$ cat src/rtl/vmul_pkg.sv
package vmul_pkg;

    typedef enum logic [2:0] {
        ST_IDLE,
        ST_REQ,
        ST_LOOP,
        ST_RESP,
        ST_FIN
    } vm_state_e;

    localparam logic [1:0] BURST_INCR = 2'b01;

endpackage

$ cat src/rtl/vmul_ctrl.sv
module vmul_ctrl
    import vmul_pkg::*;
(
    input  logic clk,
    input  logic rst_n,
    input  logic start,
    input  logic a_arready,
    input  logic b_arready,
    input  logic awready,
    input  logic all_written,
    input  logic bvalid,
    output logic cap,
    output logic idle,
    output logic done,
    output logic irq,
    output logic a_arvalid,
    output logic b_arvalid,
    output logic awvalid,
    output logic loop_en,
    output logic bready
);

    vm_state_e st_q, st_d;
    logic      a_ok_q, b_ok_q, aw_ok_q;
    logic      req_all;

    // State register
    always_ff @(posedge clk or negedge rst_n) begin
        if (!rst_n) st_q <= ST_IDLE;
        else        st_q <= st_d;
    end

    // Per-request acceptance flags, cleared on each new run
    always_ff @(posedge clk or negedge rst_n) begin
        if (!rst_n) begin
            a_ok_q  <= 1'b0;
            b_ok_q  <= 1'b0;
            aw_ok_q <= 1'b0;
        end else if (cap) begin
            a_ok_q  <= 1'b0;
            b_ok_q  <= 1'b0;
            aw_ok_q <= 1'b0;
        end else begin
            if (a_arvalid && a_arready) a_ok_q  <= 1'b1;
            if (b_arvalid && b_arready) b_ok_q  <= 1'b1;
            if (awvalid && awready)     aw_ok_q <= 1'b1;
        end
    end

    assign req_all = (a_ok_q || a_arready) && (b_ok_q || b_arready) && (aw_ok_q || awready);

    // Next-state logic
    always_comb begin
        st_d = st_q;
        unique case (st_q)
            ST_IDLE: if (start)       st_d = ST_REQ;
            ST_REQ:  if (req_all)     st_d = ST_LOOP;
            ST_LOOP: if (all_written) st_d = ST_RESP;
            ST_RESP: if (bvalid)      st_d = ST_FIN;
            ST_FIN:                   st_d = ST_IDLE;
            default:                  st_d = ST_IDLE;
        endcase
    end

    // Outputs decoded from state
    always_comb begin
        cap       = (st_q == ST_IDLE) && start;
        idle      = (st_q == ST_IDLE);
        done      = (st_q == ST_FIN);
        a_arvalid = (st_q == ST_REQ) && !a_ok_q;
        b_arvalid = (st_q == ST_REQ) && !b_ok_q;
        awvalid   = (st_q == ST_REQ) && !aw_ok_q;
        loop_en   = (st_q == ST_LOOP);
        bready    = (st_q == ST_RESP);
    end

    // Interrupt: set with completion, cleared by the next accepted start
    always_ff @(posedge clk or negedge rst_n) begin
        if (!rst_n)                          irq <= 1'b0;
        else if (cap)                        irq <= 1'b0;
        else if (st_q == ST_RESP && bvalid)  irq <= 1'b1;
    end

    AST_AR_A_HOLD: assert property (@(posedge clk) disable iff (!rst_n)
        a_arvalid && !a_arready |=> a_arvalid);
    AST_AR_B_HOLD: assert property (@(posedge clk) disable iff (!rst_n)
        b_arvalid && !b_arready |=> b_arvalid);
    AST_DONE_AFTER_B: assert property (@(posedge clk) disable iff (!rst_n)
        done |-> $past(bvalid && bready));
    AST_IRQ_WITH_DONE: assert property (@(posedge clk) disable iff (!rst_n)
        $rose(irq) |-> done);

endmodule

$ cat src/rtl/vmul_pipe.sv
module vmul_pipe #(
    parameter int DW  = 32,
    parameter int NUM = 8
) (
    input  logic          clk,
    input  logic          rst_n,
    input  logic          clr,
    input  logic          loop_en,
    input  logic          a_rvalid,
    input  logic [DW-1:0] a_rdata,
    input  logic          b_rvalid,
    input  logic [DW-1:0] b_rdata,
    input  logic          wready,
    output logic          rready,
    output logic          wvalid,
    output logic [DW-1:0] wdata,
    output logic          wlast,
    output logic          all_written
);

    localparam int CW = $clog2(NUM + 1);

    logic [CW-1:0] fcnt_q, wcnt_q;
    logic          adv, take;
    logic          s1_v, s2_v, w_v;
    logic [DW-1:0] s1_a, s1_b, s2_p, w_d;

    // Whole pipeline moves when the write register is free or draining
    assign adv  = !w_v || wready;
    assign take = loop_en && (fcnt_q != CW'(NUM)) && adv && a_rvalid && b_rvalid;

    always_ff @(posedge clk or negedge rst_n) begin
        if (!rst_n) begin
            fcnt_q <= '0;
            wcnt_q <= '0;
            s1_v   <= 1'b0;
            s2_v   <= 1'b0;
            w_v    <= 1'b0;
        end else if (clr) begin
            fcnt_q <= '0;
            wcnt_q <= '0;
            s1_v   <= 1'b0;
            s2_v   <= 1'b0;
            w_v    <= 1'b0;
        end else begin
            if (take)          fcnt_q <= fcnt_q + 1'b1;
            if (w_v && wready) wcnt_q <= wcnt_q + 1'b1;
            if (adv) begin
                s1_v <= take;
                s2_v <= s1_v;
                w_v  <= s2_v;
            end
        end
    end

    // Data registers carry no reset; their valid bits qualify them
    always_ff @(posedge clk) begin
        if (adv) begin
            if (take) begin
                s1_a <= a_rdata;
                s1_b <= b_rdata;
            end
            s2_p <= DW'($signed(s1_a) * $signed(s1_b));
            w_d  <= s2_p;
        end
    end

    assign rready      = take;
    assign wvalid      = w_v;
    assign wdata       = w_d;
    assign wlast       = w_v && (wcnt_q == CW'(NUM - 1));
    assign all_written = (wcnt_q == CW'(NUM));

    AST_W_HOLD: assert property (@(posedge clk) disable iff (!rst_n)
        wvalid && !wready |=> wvalid && $stable(wdata));
    AST_WLAST_DRAIN: assert property (@(posedge clk) disable iff (!rst_n)
        wvalid && wready && wlast |=> !wvalid);

endmodule

$ cat src/rtl/vmul_engine.sv
module vmul_engine
    import vmul_pkg::*;
#(
    parameter int AW  = 32,
    parameter int DW  = 32,
    parameter int NUM = 8
) (
    input  logic            clk,
    input  logic            rst_n,
    input  logic            start,
    output logic            idle,
    output logic            done,
    output logic            irq,
    input  logic [AW-1:0]   a_base,
    input  logic [AW-1:0]   b_base,
    input  logic [AW-1:0]   r_base,
    output logic            a_arvalid,
    input  logic            a_arready,
    output logic [AW-1:0]   a_araddr,
    output logic [7:0]      a_arlen,
    output logic [2:0]      a_arsize,
    output logic [1:0]      a_arburst,
    input  logic            a_rvalid,
    output logic            a_rready,
    input  logic [DW-1:0]   a_rdata,
    output logic            b_arvalid,
    input  logic            b_arready,
    output logic [AW-1:0]   b_araddr,
    output logic [7:0]      b_arlen,
    output logic [2:0]      b_arsize,
    output logic [1:0]      b_arburst,
    input  logic            b_rvalid,
    output logic            b_rready,
    input  logic [DW-1:0]   b_rdata,
    output logic            r_awvalid,
    input  logic            r_awready,
    output logic [AW-1:0]   r_awaddr,
    output logic [7:0]      r_awlen,
    output logic [2:0]      r_awsize,
    output logic [1:0]      r_awburst,
    output logic            r_wvalid,
    input  logic            r_wready,
    output logic [DW-1:0]   r_wdata,
    output logic [DW/8-1:0] r_wstrb,
    output logic            r_wlast,
    input  logic            r_bvalid,
    output logic            r_bready
);

    localparam int          BYTES      = DW / 8;
    localparam int          OFFB       = $clog2(BYTES);
    localparam int          NBASE      = 3;
    localparam logic [7:0]  LEN_CODE   = 8'(NUM - 1);
    localparam logic [2:0]  SIZE_CODE  = 3'(OFFB);
    localparam logic [AW-1:0] ALIGN_MASK = ~AW'((1 << OFFB) - 1);

    logic          cap, loop_en, all_written, rready;
    logic [AW-1:0] base_in [NBASE];
    logic [AW-1:0] base_q  [NBASE];

    assign base_in[0] = a_base;
    assign base_in[1] = b_base;
    assign base_in[2] = r_base;

    // One capture register per offset, loaded on the accepted start
    for (genvar g = 0; g < NBASE; g++) begin : g_base
        always_ff @(posedge clk or negedge rst_n) begin
            if (!rst_n)   base_q[g] <= '0;
            else if (cap) base_q[g] <= base_in[g];
        end
    end

    vmul_ctrl u_ctrl (
        .clk         (clk),
        .rst_n       (rst_n),
        .start       (start),
        .a_arready   (a_arready),
        .b_arready   (b_arready),
        .awready     (r_awready),
        .all_written (all_written),
        .bvalid      (r_bvalid),
        .cap         (cap),
        .idle        (idle),
        .done        (done),
        .irq         (irq),
        .a_arvalid   (a_arvalid),
        .b_arvalid   (b_arvalid),
        .awvalid     (r_awvalid),
        .loop_en     (loop_en),
        .bready      (r_bready)
    );

    vmul_pipe #(.DW(DW), .NUM(NUM)) u_pipe (
        .clk         (clk),
        .rst_n       (rst_n),
        .clr         (cap),
        .loop_en     (loop_en),
        .a_rvalid    (a_rvalid),
        .a_rdata     (a_rdata),
        .b_rvalid    (b_rvalid),
        .b_rdata     (b_rdata),
        .wready      (r_wready),
        .rready      (rready),
        .wvalid      (r_wvalid),
        .wdata       (r_wdata),
        .wlast       (r_wlast),
        .all_written (all_written)
    );

    assign a_rready  = rready;
    assign b_rready  = rready;

    assign a_araddr  = base_q[0] & ALIGN_MASK;
    assign b_araddr  = base_q[1] & ALIGN_MASK;
    assign r_awaddr  = base_q[2] & ALIGN_MASK;

    assign a_arlen   = LEN_CODE;
    assign b_arlen   = LEN_CODE;
    assign r_awlen   = LEN_CODE;
    assign a_arsize  = SIZE_CODE;
    assign b_arsize  = SIZE_CODE;
    assign r_awsize  = SIZE_CODE;
    assign a_arburst = BURST_INCR;
    assign b_arburst = BURST_INCR;
    assign r_awburst = BURST_INCR;
    assign r_wstrb   = '1;

    AST_AW_ADDR_HOLD: assert property (@(posedge clk) disable iff (!rst_n)
        r_awvalid && !r_awready |=> r_awvalid && $stable(r_awaddr));
    AST_AR_ADDR_HOLD: assert property (@(posedge clk) disable iff (!rst_n)
        a_arvalid && !a_arready |=> $stable(a_araddr));
    AST_NO_EARLY_WDATA: assert property (@(posedge clk) disable iff (!rst_n)
        r_wvalid |-> !r_awvalid && !a_arvalid && !b_arvalid);

endmodule

$ cat config.mk
export PLATFORM = sky130hd
export DESIGN_NAME = vmul_engine
export DESIGN_NICKNAME = d
export VERILOG_FILES = /design/src/rtl/vmul_pkg.sv /design/src/rtl/vmul_ctrl.sv /design/src/rtl/vmul_pipe.sv /design/src/rtl/vmul_engine.sv
export SDC_FILE = /design/constraint.sdc
export NUM_CORES = 2
export LEC_CHECK = 0
export BUFFER_PORTS_ARGS = -buffer_cell sky130_fd_sc_hd__buf_2
export CORE_ASPECT_RATIO = 0.9
export CORE_MARGIN = 4
export CORE_UTILIZATION = 54
export CTS_CLUSTER_SIZE = 25
export DETAILED_ROUTE_END_ITERATION = 7
export PLACE_DENSITY_LB_ADDON = 0.15
export SETUP_SLACK_MARGIN = 0.05
export SYNTH_ARGS = -nofsm -noshare
export SYNTH_HDL_FRONTEND = slang
export SYNTH_SLANG_ARGS = --single-unit
$ cat constraint.sdc
create_clock -name clk -period 7 [get_ports clk]
set_input_delay 1.4 -clock clk [delete_from_list [all_inputs] [get_ports clk]]
set_output_delay 1.4 -clock clk [all_outputs]
set_load 0.02 [all_outputs]
Word level (Yosys, flattened, before mapping)
Cells that the tools add are included.
Widths: inputs -> output; s select.
{"block": "op_classes", "addsub": 2, "n_mul": 1, "div_mod_pow": 0, "n_lt_le_gt_ge": 0, "n_eq_ne": 11, "shift": 0, "mux": 23, "n_bitwise": 0, "n_reduce_logical": 34}
{"operator": "$mul 32x32->32", "n": 1}
{"operator": "$logic_and 1x1->1", "n": 16}
{"operator": "$mux 4", "n": 4}
{"operator": "$mux 1", "n": 14}
{"operator": "$reduce_bool 2->1", "n": 7}
{"operator": "$mux 3", "n": 4}
{"operator": "$pmux 3 s4", "n": 1}
{"operator": "$add 4x1->4 const B", "n": 2}
{"operator": "$eq 3x2->1 const B", "n": 2}
{"operator": "$ne 2x2->1 const B", "n": 3}
{"operator": "$eq 4x3->1 const B", "n": 1}
{"operator": "$eq 4x4->1 const B", "n": 1}
{"operator": "$logic_not 1->1", "n": 4}
{"operator": "$logic_or 1x1->1", "n": 4}
{"operator": "$ne 4x4->1 const B", "n": 1}
{"operator": "$reduce_and 4->1", "n": 1}
{"operator": "$eq 3x1->1 const B", "n": 1}
{"operator": "$eq 3x3->1 const B", "n": 1}
{"operator": "$logic_not 3->1", "n": 1}
{"operator": "$ne 2x1->1 const B", "n": 1}
{"operator": "$reduce_and 2->1", "n": 1}
{"block": "word_totals", "ff_bits": 242, "latch_bits": 0, "ram_bits": 0, "mem_bits_ro": 0, "elab_cells": 88, "mem_count": 0}

Longest topological paths before layout
{"block": "depth", "depth_word": 7, "depth_mapped": 28, "ltp_nobuf": 26}

Hierarchy
From an unflattened synthesis, not the netlist that was laid out.
{"block": "hier_totals", "hier_cells": 2290, "hier_area_um2": 25205.4}
{"mod": "vmul_pipe", "instances": 1, "cells_each": 2005, "area_per_inst_um2": 20648.6}
{"mod": "vmul_engine", "instances": 1, "cells_each": 242, "area_per_inst_um2": 4177.8}
{"mod": "vmul_ctrl", "instances": 1, "cells_each": 43, "area_per_inst_um2": 379.1}

Least setup slack after synthesis
No wires, ideal clock.
{"block": "synth_path", "kind": "flip-flop to flip-flop", "start": "reg u_pipe.s1_b[2]", "end": "reg u_pipe.s2_p[30], data pin", "setup_time_ns": 0.265, "arrival_time_ns": 6.762, "path_slack_ns": -0.027, "path_stages_with_launch": 25, "n_path_buf": 2, "path_cell_list": "edfxtp_1 > clkbuf_1 > clkbuf_1 > nand2_1 > fa_1 > inv_1 > fa_1 > fa_1 > inv_1 > fa_1 > inv_1 > fa_1 > inv_1 > fa_1 > fa_1 > fa_1 > inv_1 > ha_1 > a21o_1 > a21o_1 > a21oi_1 > a311o_1 > a31oi_2 > and4b_1 > or3_1"}
{"block": "synth_between", "elab_chain_cells": 1}
{"item": "start: declaration", "line": "vmul_pipe.sv:26", "source": "logic [DW-1:0] s1_a, s1_b, s2_p, w_d;"}
{"item": "start signal: assignment", "line": "vmul_pipe.sv:61", "source": "s1_b <= b_rdata;"}
{"item": "$mul 32x32->32", "line": "vmul_pipe.sv:63", "source": "s2_p <= DW'($signed(s1_a) * $signed(s1_b));"}
{"item": "end signal: assignment", "line": "vmul_pipe.sv:63"}
{"item": "end: declaration", "line": "vmul_pipe.sv:26"}
No other way between the ends.
A chain may end at the register's enable or synchronous reset.

Worst setup path in the final report
{"block": "layout_path", "start": "reg u_pipe.s1_a[13]", "end": "reg u_pipe.s2_p[31], data pin"}
{"block": "layout_between", "elab_chain_cells": 1}
{"item": "start: declaration", "line": "vmul_pipe.sv:26"}
{"item": "start signal: assignment", "line": "vmul_pipe.sv:60", "source": "s1_a <= a_rdata;"}
{"item": "$mul 32x32->32", "line": "vmul_pipe.sv:63"}
No other way between the ends.

==> impl_metrics.json <==
{
  "portBuffers": 296,
  "grt_pass1_wl_um": 98800,
  "grt_util_all_layers": 0.255,
  "detail_route.wl_per_cell_um": 17.8,
  "syn_area_mm2": 0.0248,
  "synth-edff-count": 128,
  "synth_fa_ha_area_frac": 0.407,
  "die-area_mm2": 0.0494,
  "yosys_register_bits": 236,
  "synth-xor-area-share": 0.0322,
  "clock_path_buffers": 3,
  "r2r_cells": 24,
  "max_freq_mhz": 145,
  "hold_viol": 0,
  "remaining_drc_errors": 0,
  "ios": 352,
  "cts_tree": "done",
  "synth_top_area_cell": "fa_1",
  "regArea_mm2": 0.00655,
  "setup-tns-final_ps": 0,
  "grt_max_degree": 104,
  "cp-endpoint": "u_pipe.s2_p[31]$_DFFE_PN_",
  "cap_viol_max_count": 0,
  "fin_skew_ps": 13.9,
  "synth-compound-area-share": 0.0226,
  "max_slew_margin": 0.284,
  "synth_simple_gate_area_frac": 0.171,
  "stdcell_count": 3532,
  "cpPeakStageDelay_ps": 550,
  "setup_violations": 0,
  "initial_utilization": 0.546,
  "n_fill_cell": 3703,
  "fp.dieH_um": 211,
  "numCtsBuffers": 28,
  "worstMarginPinSlew_ps": 1070,
  "routed_wl_um": 62800,
  "holdPathStages": 0,
  "drtPass1Iterations": 5,
  "die_w_um": 234,
  "finalNetCount": 3635,
  "crit-reg2reg-launch": "u_pipe.s1_a[13]$_DFFE_PP_",
  "period_needed_ps": 6920,
  "dp_hpwl_um": 50200,
  "async_flop_share": 0.458,
  "synth_top_family_by_area": "adder cells",
  "via_per_inst": 4.99,
  "seq_area_frac_synth": 0.264,
  "htreeDepth": 1,
  "crit_start": "u_pipe.s1_a[13]$_DFFE_PP_",
  "cp.required_ps": 7330,
  "synthFlopType": "edfxtp_1",
  "clk_pin_slew_ps": 70,
  "yosysTopAreaCellShare": 0.330,
  "grt_pass1_vias": 18500,
  "drt-initial-drc-count": 1120,
  "worst_path_max_delay_cell": "fa_1",
  "muxShareOfSynthArea": 0.000808,
  "crit_type": "reg2reg",
  "path_max_fanout": 6,
  "vias": 17600,
  "yosys_warnings": 0,
  "slew_viol_final": 0,
  "antenna_left": 0,
  "placed_area_mm2": 0.0277,
  "critical_path.startpoint_type": "flop",
  "place_congestion": 0.878,
  "area_growth_pct": 19.4,
  "hold_path.class": "reg2reg",
  "cts_hold_buffers": 0,
  "r2r_end": "u_pipe.s2_p[31]$_DFFE_PN_",
  "cp_cell_sequence": "buf_12 -> buf_12 -> buf_4 -> and2_4 -> fa_1 -> fa_1 -> inv_1 -> fa_1 -> fa_1 -> inv_1 -> fa_1 -> fa_1 -> fa_1 -> inv_1 -> fa_1 -> inv_2 -> ha_4 -> buf_4 -> a21o_1 -> a21oi_2 -> nor2_2 -> nor4_4 -> a21oi_2 -> xnor2_1",
  "final_cell_area_mm2": 0.0296,
  "syn_area_per_cell_um2": 9.96,
  "synth.top_cells.by_area": "fa_1, edfxtp_1, dfrtp_1",
  "timing.hold.ws_ps": 414,
  "core_area_mm2": 0.0454,
  "clk-insertion-delay-late_ps": 580,
  "antenna_found_initial": 1,
  "synth_cell_type_count": 58,
  "synthCells": 2488,
  "clkSinkCount": 236,
  "multiInputGateArea_mm2": 0.0163,
  "fin_crit_sh": 0.988,
  "status": "finished, final reports clean",
  "critPathArrivalTime_ps": 7250,
  "yosys-top-cells-count": "nand2_1, inv_1, fa_1",
  "drive_above_1_share": 0.213,
  "dp.cells": 3428,
  "rsz0062_at_grt": "yes",
  "path_common_cell": "fa_1",
  "fp-row-count": 74,
  "globalRouteOverflowTotal": 0,
  "r2r_slack_ps": 80,
  "clock-root-buffer": "clkbuf_16",
  "endpoint_kind": "flop",
  "synth.most_common_cell": "nand2_1"
}
-- cell families after synthesis --
group | after synthesis
flops | 236
compound gates | 85
simple gates | 891
other cells | 2
mux | 2
buf+inv | 619
fa+ha+maj | 562
xor+xnor | 91
-- layout by cell type, fill, tap and decap left out, drive strengths merged, types with 12 or more instances in the layout --
cell and count:
nand2 517, clkbuf 39, fa 408, xnor2 67, nor2 28, dfrtp 108
inv 461, conb 49, ha 154, edfxtp 128, and2 303, buf 497
a21o 12, xor2 24, a21oi 32
-- worst max-delay path: cells and delay by family (launching register included) --
family	cells	cell delay, ps
flops	1	460
fa+ha+maj	9	4280
buf+inv	8	850
simple gates	3	500
xor+xnor	1	130
compound gates	3	430
-- sequential cells by signal (all words and copies together), names as in the netlist --
name,flops
u_pipe.wdata,32
u_ctrl.aw_ok_q,1
u_pipe.s1_a,32
a_araddr,30
u_ctrl.irq,1
u_pipe.s1_b,32
u_pipe.s1_v,1
b_araddr,30
u_pipe.s2_p,32
u_pipe.fcnt_q,4
u_ctrl.st_q,3
u_pipe.s2_v,1
u_ctrl.b_ok_q,1
u_pipe.wvalid,1
u_pipe.wcnt_q,4
r_awaddr,30
u_ctrl.a_ok_q,1
-- final cells by class --
class	instances	area share
inverters	458	0.0581
clock inverters	12	0.00503
diodes	1	0.0000846
clock buffers	38	0.0260
flip-flops and latches	236	0.221
well taps	608	0.0257
multi-input cells	1680	0.550
repair buffers	499	0.114
-- metrics by stage --
stage,utilization,setup slack (ps)
3_3_place_gp,0.611,-110
5_1_grt,0.652,-122
2_1_floorplan,-,71.2
4_1_cts,0.641,51.7
3_5_place_dp,0.611,-123
6_report,0.652,84.0
-- worst min-delay path by stage --
stage | from | end | slack (ps)
6_report | u_pipe.s2_p[10]$_DFFE_PN_ | u_pipe.wdata[10]$_DFFE_PN_ | 410
5_1_grt | u_pipe.s2_p[17]$_DFFE_PN_ | u_pipe.wdata[17]$_DFFE_PN_ | 420
4_1_cts | u_pipe.s2_p[10]$_DFFE_PN_ | u_pipe.wdata[10]$_DFFE_PN_ | 420
3_5_place_dp | u_pipe.s2_p[26]$_DFFE_PN_ | u_pipe.wdata[26]$_DFFE_PN_ | 400
3_3_place_gp | u_pipe.s2_p[22]$_DFFE_PN_ | u_pipe.wdata[22]$_DFFE_PN_ | 400
2_1_floorplan | u_pipe.s2_p[0]$_DFFE_PN_ | u_pipe.wdata[0]$_DFFE_PN_ | 400
-- timing repair --
item | CTS | global route
gates cloned | 1 | 1
hold endpoints to repair | 0 | 0
resized for setup | 51 | 58
buffers inserted | 26 | 25
pin swaps | 56 | 63
setup endpoints to repair | 5 | 11
-- layer usage --
metal  global-route usage  up-vias  part of all wire
li1                     -     8115                 -
met1                0.349     8889              0.41
met2                0.427      533              0.49
met3               0.0418      100             0.066
met4               0.0731        0             0.031
met5                    0        -                 0
Power is left out: the tool's default activity adds up to more than one toggle a clock period on the data nets, which glitch-free logic cannot reach.
